===== src/rtl/rxr_pkg.sv =====
package rxr_pkg;

  typedef enum logic [2:0] {
    ST_IDLE,
    ST_FETCH0,
    ST_FETCH3,
    ST_CHECK0,
    ST_GETBUF,
    ST_COPY,
    ST_WBACK,
    ST_DRAIN
  } rxr_state_e;

  // status word bit positions decoded by software
  localparam int RDY_BIT   = 31;
  localparam int FIRST_BIT = 29;
  localparam int LAST_BIT  = 28;
  localparam int FTL_BIT   = 20;
  localparam int BC_BIT    = 17;
  localparam int MC_BIT    = 16;
  localparam int WRAP_STD  = 15;
  localparam int WRAP_ALT  = 30;

  // event bit positions
  localparam int EV_FRAME = 0;
  localparam int EV_BUF   = 1;
  localparam int EV_NOBUF = 2;

  localparam int DESC_BYTES = 16;
  localparam int BUFPTR_OFS = 12;
  localparam int CRC_BYTES  = 4;

endpackage


===== src/rtl/rxr_admit.sv =====
module rxr_admit #(
  parameter int LEN_W      = 14,
  parameter int CNT_W      = LEN_W + 1,
  parameter int MAX_STD    = 1522,
  parameter int MAX_JUMBO  = 9220,
  parameter int MIN_ANY    = 10,
  parameter int MIN_NORMAL = 64
) (
  input  logic [LEN_W-1:0] len,
  input  logic             accept_runt,
  input  logic             jumbo_en,
  output logic             drop,
  output logic             too_long,
  output logic [CNT_W-1:0] store_len,
  output logic [CNT_W-1:0] keep_len
);
  import rxr_pkg::*;

  logic [CNT_W-1:0] full_len;
  logic [CNT_W-1:0] limit;

  always_comb begin
    full_len  = CNT_W'(len) + CNT_W'(CRC_BYTES);
    limit     = jumbo_en ? CNT_W'(MAX_JUMBO) : CNT_W'(MAX_STD);
    too_long  = full_len > limit;
    store_len = too_long ? limit : full_len;
    keep_len  = store_len - CNT_W'(CRC_BYTES);
    drop      = (len < LEN_W'(MIN_ANY)) ||
                ((len < LEN_W'(MIN_NORMAL)) && !accept_runt);
  end

endmodule


===== src/rtl/rxr_ring_ptr.sv =====
module rxr_ring_ptr #(
  parameter int AW = 32
) (
  input  logic          clk,
  input  logic          rst,
  input  logic          load_we,
  input  logic [AW-1:0] load_val,
  input  logic          step_en,
  input  logic          step_wrap,
  output logic [AW-1:0] cur,
  output logic [AW-1:0] nxt
);
  import rxr_pkg::*;

  logic [AW-1:0] base_q;

  assign nxt = step_wrap ? base_q : cur + AW'(DESC_BYTES);

  always_ff @(posedge clk) begin
    if (rst) begin
      base_q <= '0;
      cur    <= '0;
    end else if (load_we) begin
      base_q <= load_val;
      cur    <= load_val;
    end else if (step_en) begin
      cur <= nxt;
    end
  end

endmodule


===== src/rtl/rxr_desc_fmt.sv =====
module rxr_desc_fmt #(
  parameter int LEN_W    = 14,
  parameter bit ALT_WRAP = 1'b0
) (
  input  logic [31:0]      orig,
  input  logic [LEN_W-1:0] chunk,
  input  logic             first,
  input  logic             last,
  input  logic             too_long,
  input  logic             bcast,
  input  logic             mcast,
  output logic [31:0]      word,
  output logic             wrap
);
  import rxr_pkg::*;

  localparam int WRAP_BIT = ALT_WRAP ? WRAP_ALT : WRAP_STD;

  logic [31:0] flags;

  always_comb begin
    flags = '0;
    flags[RDY_BIT]   = 1'b1;
    flags[FIRST_BIT] = first;
    flags[LAST_BIT]  = last;
    flags[FTL_BIT]   = last & too_long;
    flags[BC_BIT]    = last & bcast;
    flags[MC_BIT]    = last & mcast;
    word = orig | flags | 32'(chunk);
    wrap = orig[WRAP_BIT];
  end

endmodule


===== src/rtl/rxr_scatter.sv =====
module rxr_scatter #(
  parameter int AW         = 32,
  parameter int LEN_W      = 14,
  parameter int MAX_STD    = 1522,
  parameter int MAX_JUMBO  = 9220,
  parameter int MIN_ANY    = 10,
  parameter int MIN_NORMAL = 64,
  parameter bit ALT_WRAP   = 1'b0
) (
  input  logic             clk,
  input  logic             rst,
  input  logic             rx_dma_en,
  input  logic             rx_mac_en,
  input  logic             accept_runt,
  input  logic             jumbo_en,
  input  logic [LEN_W-1:0] buf_size,
  input  logic             ring_base_we,
  input  logic [AW-1:0]    ring_base_din,
  input  logic             frame_valid,
  output logic             frame_ready,
  input  logic [LEN_W-1:0] frame_len,
  input  logic [31:0]      frame_crc,
  input  logic             frame_bcast,
  input  logic             frame_mcast,
  input  logic             in_valid,
  output logic             in_ready,
  input  logic [7:0]       in_data,
  output logic             mem_en,
  output logic             mem_we,
  output logic [3:0]       mem_be,
  output logic [AW-1:0]    mem_addr,
  output logic [31:0]      mem_wdata,
  input  logic [31:0]      mem_rdata,
  output logic [2:0]       int_pulse,
  output logic [AW-1:0]    desc_ptr
);
  import rxr_pkg::*;

  localparam int CNT_W = LEN_W + 1;
  localparam int LANES = 4;

  rxr_state_e       state;
  logic [LEN_W-1:0] len_r, off_r, chunk_r, drain_cnt;
  logic [CNT_W-1:0] keep_r, store_r, pos_r;
  logic [31:0]      crc_r, w0_r;
  logic [AW-1:0]    buf_r;
  logic             ftl_r, bc_r, mc_r, first_r, last_r;

  logic             adm_drop, adm_ftl;
  logic [CNT_W-1:0] adm_store, adm_keep;
  logic [AW-1:0]    ptr_cur, ptr_nxt;
  logic [31:0]      wb_word;
  logic             wrap_hit;

  logic             data_phase, byte_go;
  logic [1:0]       crc_idx;
  logic [7:0]       crc_byte, cur_byte;
  logic [31:0]      lane_word;
  logic [AW-1:0]    byte_addr;
  logic [CNT_W-1:0] rem, consumed;
  logic [LEN_W-1:0] chunk_n, lost_cnt, tail_cnt;

  rxr_admit #(
    .LEN_W(LEN_W), .CNT_W(CNT_W), .MAX_STD(MAX_STD), .MAX_JUMBO(MAX_JUMBO),
    .MIN_ANY(MIN_ANY), .MIN_NORMAL(MIN_NORMAL)
  ) u_admit (
    .len(frame_len), .accept_runt(accept_runt), .jumbo_en(jumbo_en),
    .drop(adm_drop), .too_long(adm_ftl), .store_len(adm_store), .keep_len(adm_keep)
  );

  rxr_ring_ptr #(.AW(AW)) u_ring (
    .clk(clk), .rst(rst), .load_we(ring_base_we), .load_val(ring_base_din),
    .step_en(state == ST_WBACK), .step_wrap(wrap_hit), .cur(ptr_cur), .nxt(ptr_nxt)
  );

  rxr_desc_fmt #(.LEN_W(LEN_W), .ALT_WRAP(ALT_WRAP)) u_fmt (
    .orig(w0_r), .chunk(chunk_r), .first(first_r), .last(last_r),
    .too_long(ftl_r), .bcast(bc_r), .mcast(mc_r), .word(wb_word), .wrap(wrap_hit)
  );

  assign desc_ptr    = ptr_cur;
  assign frame_ready = (state == ST_IDLE) && rx_dma_en && rx_mac_en;
  assign data_phase  = pos_r < keep_r;
  assign in_ready    = ((state == ST_COPY) && data_phase) || (state == ST_DRAIN);

  always_comb begin
    crc_idx = 2'(pos_r - keep_r);
    case (crc_idx)
      2'd0:    crc_byte = crc_r[31:24];
      2'd1:    crc_byte = crc_r[23:16];
      2'd2:    crc_byte = crc_r[15:8];
      default: crc_byte = crc_r[7:0];
    endcase
    cur_byte  = data_phase ? in_data : crc_byte;
    byte_go   = (state == ST_COPY) && (data_phase ? in_valid : 1'b1);
    byte_addr = buf_r + AW'(off_r);
    rem       = store_r - pos_r;
    chunk_n   = (rem < CNT_W'(buf_size)) ? LEN_W'(rem) : buf_size;
    consumed  = data_phase ? pos_r : keep_r;
    lost_cnt  = len_r - LEN_W'(consumed);
    tail_cnt  = len_r - LEN_W'(keep_r);
  end

  for (genvar g = 0; g < LANES; g++) begin : g_lane
    assign lane_word[8*g +: 8] = cur_byte;
  end

  always_ff @(posedge clk) begin
    if (rst) begin
      state     <= ST_IDLE;
      len_r     <= '0;
      off_r     <= '0;
      chunk_r   <= '0;
      drain_cnt <= '0;
      keep_r    <= '0;
      store_r   <= '0;
      pos_r     <= '0;
      crc_r     <= '0;
      w0_r      <= '0;
      buf_r     <= '0;
      ftl_r     <= 1'b0;
      bc_r      <= 1'b0;
      mc_r      <= 1'b0;
      first_r   <= 1'b0;
      last_r    <= 1'b0;
      mem_en    <= 1'b0;
      mem_we    <= 1'b0;
      mem_be    <= '0;
      mem_addr  <= '0;
      mem_wdata <= '0;
      int_pulse <= '0;
    end else begin
      mem_en    <= 1'b0;
      mem_we    <= 1'b0;
      int_pulse <= '0;
      case (state)
        ST_IDLE: begin
          if (frame_valid && frame_ready) begin
            len_r   <= frame_len;
            keep_r  <= adm_keep;
            store_r <= adm_store;
            ftl_r   <= adm_ftl;
            bc_r    <= frame_bcast;
            mc_r    <= frame_mcast;
            crc_r   <= frame_crc;
            pos_r   <= '0;
            first_r <= 1'b1;
            if (adm_drop) begin
              drain_cnt <= frame_len;
              state     <= (frame_len == '0) ? ST_IDLE : ST_DRAIN;
            end else begin
              state <= ST_FETCH0;
            end
          end
        end
        ST_FETCH0: begin
          mem_en   <= 1'b1;
          mem_be   <= '0;
          mem_addr <= ptr_cur;
          state    <= ST_FETCH3;
        end
        ST_FETCH3: begin
          mem_en   <= 1'b1;
          mem_be   <= '0;
          mem_addr <= ptr_cur + AW'(BUFPTR_OFS);
          state    <= ST_CHECK0;
        end
        ST_CHECK0: begin
          if (mem_rdata[RDY_BIT]) begin
            int_pulse[EV_NOBUF] <= 1'b1;
            drain_cnt <= lost_cnt;
            state     <= (lost_cnt == '0) ? ST_IDLE : ST_DRAIN;
          end else begin
            w0_r  <= mem_rdata;
            state <= ST_GETBUF;
          end
        end
        ST_GETBUF: begin
          buf_r   <= mem_rdata[AW-1:0];
          chunk_r <= chunk_n;
          last_r  <= (CNT_W'(chunk_n) == rem);
          off_r   <= '0;
          state   <= ST_COPY;
        end
        ST_COPY: begin
          if (byte_go) begin
            mem_en    <= 1'b1;
            mem_we    <= 1'b1;
            mem_addr  <= byte_addr;
            mem_be    <= 4'b0001 << byte_addr[1:0];
            mem_wdata <= lane_word;
            pos_r     <= pos_r + 1'b1;
            off_r     <= off_r + 1'b1;
            if (off_r + 1'b1 == chunk_r) state <= ST_WBACK;
          end
        end
        ST_WBACK: begin
          mem_en    <= 1'b1;
          mem_we    <= 1'b1;
          mem_addr  <= ptr_cur;
          mem_be    <= 4'hF;
          mem_wdata <= wb_word;
          first_r   <= 1'b0;
          if (last_r) begin
            int_pulse[EV_FRAME] <= 1'b1;
            drain_cnt <= tail_cnt;
            state     <= (tail_cnt == '0) ? ST_IDLE : ST_DRAIN;
          end else begin
            int_pulse[EV_BUF] <= 1'b1;
            state <= ST_FETCH0;
          end
        end
        ST_DRAIN: begin
          if (in_valid) begin
            drain_cnt <= drain_cnt - 1'b1;
            if (drain_cnt == LEN_W'(1)) state <= ST_IDLE;
          end
        end
        default: state <= ST_IDLE;
      endcase
    end
  end

endmodule


===== config.mk =====
export PLATFORM = sky130hd
export DESIGN_NAME = rxr_scatter
export DESIGN_NICKNAME = d
export VERILOG_FILES = /design/src/rtl/rxr_pkg.sv /design/src/rtl/rxr_admit.sv /design/src/rtl/rxr_ring_ptr.sv /design/src/rtl/rxr_desc_fmt.sv /design/src/rtl/rxr_scatter.sv
export SDC_FILE = /design/constraint.sdc
export NUM_CORES = 1
export LEC_CHECK = 0
export BUFFER_PORTS_ARGS = -buffer_cell sky130_fd_sc_hd__buf_2
export CORE_UTILIZATION = 60
export DETAILED_ROUTE_END_ITERATION = 6
export PLACE_DENSITY = 0.92
export SYNTH_ARGS = -nofsm -noshare
export SYNTH_HDL_FRONTEND = slang
export SYNTH_HIERARCHICAL = 1
export SYNTH_SLANG_ARGS = --single-unit

===== constraint.sdc =====
create_clock -name clk -period 5.4 [get_ports clk]
set_input_delay 0.54 -clock clk [delete_from_list [all_inputs] [get_ports clk]]
set_output_delay 0.54 -clock clk [all_outputs]
set_load 0.01 [all_outputs]

==> impl_results.md <==
- Max-cap violations: 0
- Synthesized instance count: 2901
- CP Data Required Time: 5.81 ns
- Kind of critical path: reg2reg
- Number of nets in the layout: 3272
- Vias per std cell: 6.45
- Clk network pwr share: 26.6%
- Status: finished with violations
- DR iter-0 viols: 2498
- Boundary pin count: 250
- Slowest CP cell: nor4b_1
- Hold Buf Count CTS: 0
- Avg Cell Area, Syn: 7.46 sq um
- Most frequent cells in the layout: nand2_1, a21oi_1, dfxtp_1, buf_2, nor2_1
- Tightest Pin Transition: 1.10 ns
- Most common cell after layout, fill and taps aside: nand2_1
- Synth warnings: 6
- Min-Delay Path Depth: 3
- CP max stage delay: 0.50 ns
- Global placement routability congestion: 1.02
- Final setup violation count: 0
- Worst reg2reg path endpoint: state[2]
- R2R cell count: 19
- Sink Count: 341
- First-pass GRT wire length: 112000 microns
- Power Total: 9.93 mW
- Net Sw Power: 4.09 mW
- Root buf cell: clkbuf_16
- Leakage: 9.60 nW
- Layout cell share with drive strength beyond 1: 13.5%
- CTS Buf Count: 38
- Largest net degree at the start of global routing: 134
- Clk_skew: 0.0185 ns
- Die area: 0.0368 sq mm
- CTS tree: done
- Syn_nets: 3147
- Initial antenna violation count: 5
- GRT overflow: 0
- P per Cell Area: 411 mW/mm^2
- Failing checks: DRC
- Rows: 69
- Sequential power share: 32.7%
- Setup TNS: 0 ns
- Hold Crit Class: in2reg
- Deepest clock path buffer count: 3
- Clk_lat worst skew: 0.56 ns
- Number of setup buffers added after CTS: 0
- Height of the chip: 192 microns
- DRC: 7
- Vias in the first global route: 21090
- Period Utilization, post-route: 95.8%
- R2R setup slack: 0.23 ns
- Comb power frac: 40.7%
- Post-detail-place hpwl: 52500 microns
- CP max FO: 12
- FILL cells: 2902
- Worst path arrival time: 5.58 ns
- Hold path endpoint: crc_r[10]
- PostCTS Resize Cnt: 0
- Slew margin rel.: 26.4%
- Remaining antenna violation count: 0
- Wire length per cell: 20.8 microns
- Int Power: 5.84 mW
- Clk slew on worst S/H paths: 0.06 ns
- Max Clock Freq: 0.193 GHz
- Initial core utilization: 61.0%
- Multi-input logic area: 0.0136 sq mm
- Vias after detailed routing: 22713
- RSZ-0062 raised after global routing: no
- Worst setup EP type: flip-flop
- Worst hold start: frame_crc[10]
- Worst vdd ir: 0.363 mV
- H-tree levels: 2
- Final Hold Fails: 0
- Min Tclk post-route: 5.17 ns
- Pre-Repair DR Iteration Count: 7
- Post-synthesis cell area: 0.0216 sq mm
- Core area: 0.0355 sq mm
- Total Routing Usage GR: 38.5%
- Sw frac: 41.2%
- Area delta synth->final: 11.7%
- Die width: 192 microns
- Fin. max-slew vios: 0
- Register area: 0.00683 sq mm
- Worst-path cell chain: inv_1 > ha_1 > a21oi_1 > a211oi_1 > o41ai_2 > nand3_2 > o21ai_0 > ha_1 > inv_1 > fa_1 > a211oi_1 > o21ai_0 > a31oi_1 > xor2_1 > o2111ai_1 > nor4b_1 > and2_1 > a211o_1 > a41oi_1
- R2r startpoint: keep_r[6]
- Worst setup SP type: flip-flop
- Total Wirelength: 73300 microns
- I/O Buffers: 249
## sequential cells by signal, summed over array words and instances, names as in the netlist, 3 cells and up
| name | flops |
|---|---|
| buf_r | 32 |
| crc_r | 32 |
| mem_addr | 32 |
| mem_wdata | 32 |
| u_ring/base_q | 32 |
| u_ring/cur | 32 |
| w0_r | 31 |
| keep_r | 15 |
| pos_r | 15 |
| store_r | 15 |
| chunk_r | 14 |
| drain_cnt | 14 |
| len_r | 14 |
| off_r | 14 |
| mem_be | 4 |
| int_pulse | 3 |
| state | 3 |
## metal layers
metal  track usage [%]  vias up  routed length [microns]
met2              63.8     1293                    34400
met5                 0        -                        0
met1              47.2    10618                    28200
met3              8.04      252                     6950
li1                  -    10550                        -
met4              19.4        0                     3760
## worst max-delay path by stage
stage	startpoint	endpoint	cells after the start	slack, ns
after floorplan	keep_r[11]	state[2]	23	0.70
after global placement	keep_r[6]	state[2]	19	0.54
after detailed placement	keep_r[6]	state[2]	19	0.39
after CTS	keep_r[6]	state[2]	19	0.37
after global routing	keep_r[6]	state[2]	19	0.01
final	keep_r[6]	state[2]	19	0.23
## area by class of cell
class,instances,area share [%]
multi-input cells,2262,56.4
flip-flops and latches,341,28.3
repair buffers,280,6.17
clock buffers,51,4.31
well taps,461,2.39
inverters,103,1.60
clock inverters,17,0.798
diodes,8,0.0829
## critical path, delay by kind of cell (launching register included)
| kind | cells | cell delay (ns) |
|---|---|---|
| xor+xnor | 1 | 0.23 |
| flops | 1 | 0.35 |
| compound gates | 10 | 2.26 |
| simple gates | 3 | 1.10 |
| buf+inv | 2 | 0.14 |
| fa+ha+maj | 3 | 0.95 |
## stage by stage
stage,instance area (sq um),setup WS [ns],instances,util [%],hold WS (ns)
3_3_place_gp,22900,0.535,3447,64.5,0.437
6_report,24200,0.227,3523,68.1,0.227
5_1_grt,24100,0.0149,3518,68.0,0.226
2_1_floorplan,21600,0.704,2901,-,0.431
4_1_cts,24100,0.368,3515,68.0,0.211
3_5_place_dp,22900,0.392,3447,64.5,0.441
## power groups by stage
stage                     Clock (mW)  Sequential (mW)  Combinational [mW]
after floorplan                    0             3.22                2.70
after global placement             0             3.26                3.80
after detailed placement           0             3.27                3.90
after CTS                       2.64             3.22                3.93
after global routing            2.73             3.27                4.38
final                           2.64             3.25                4.04
Power figures use the tool's default switching activity.
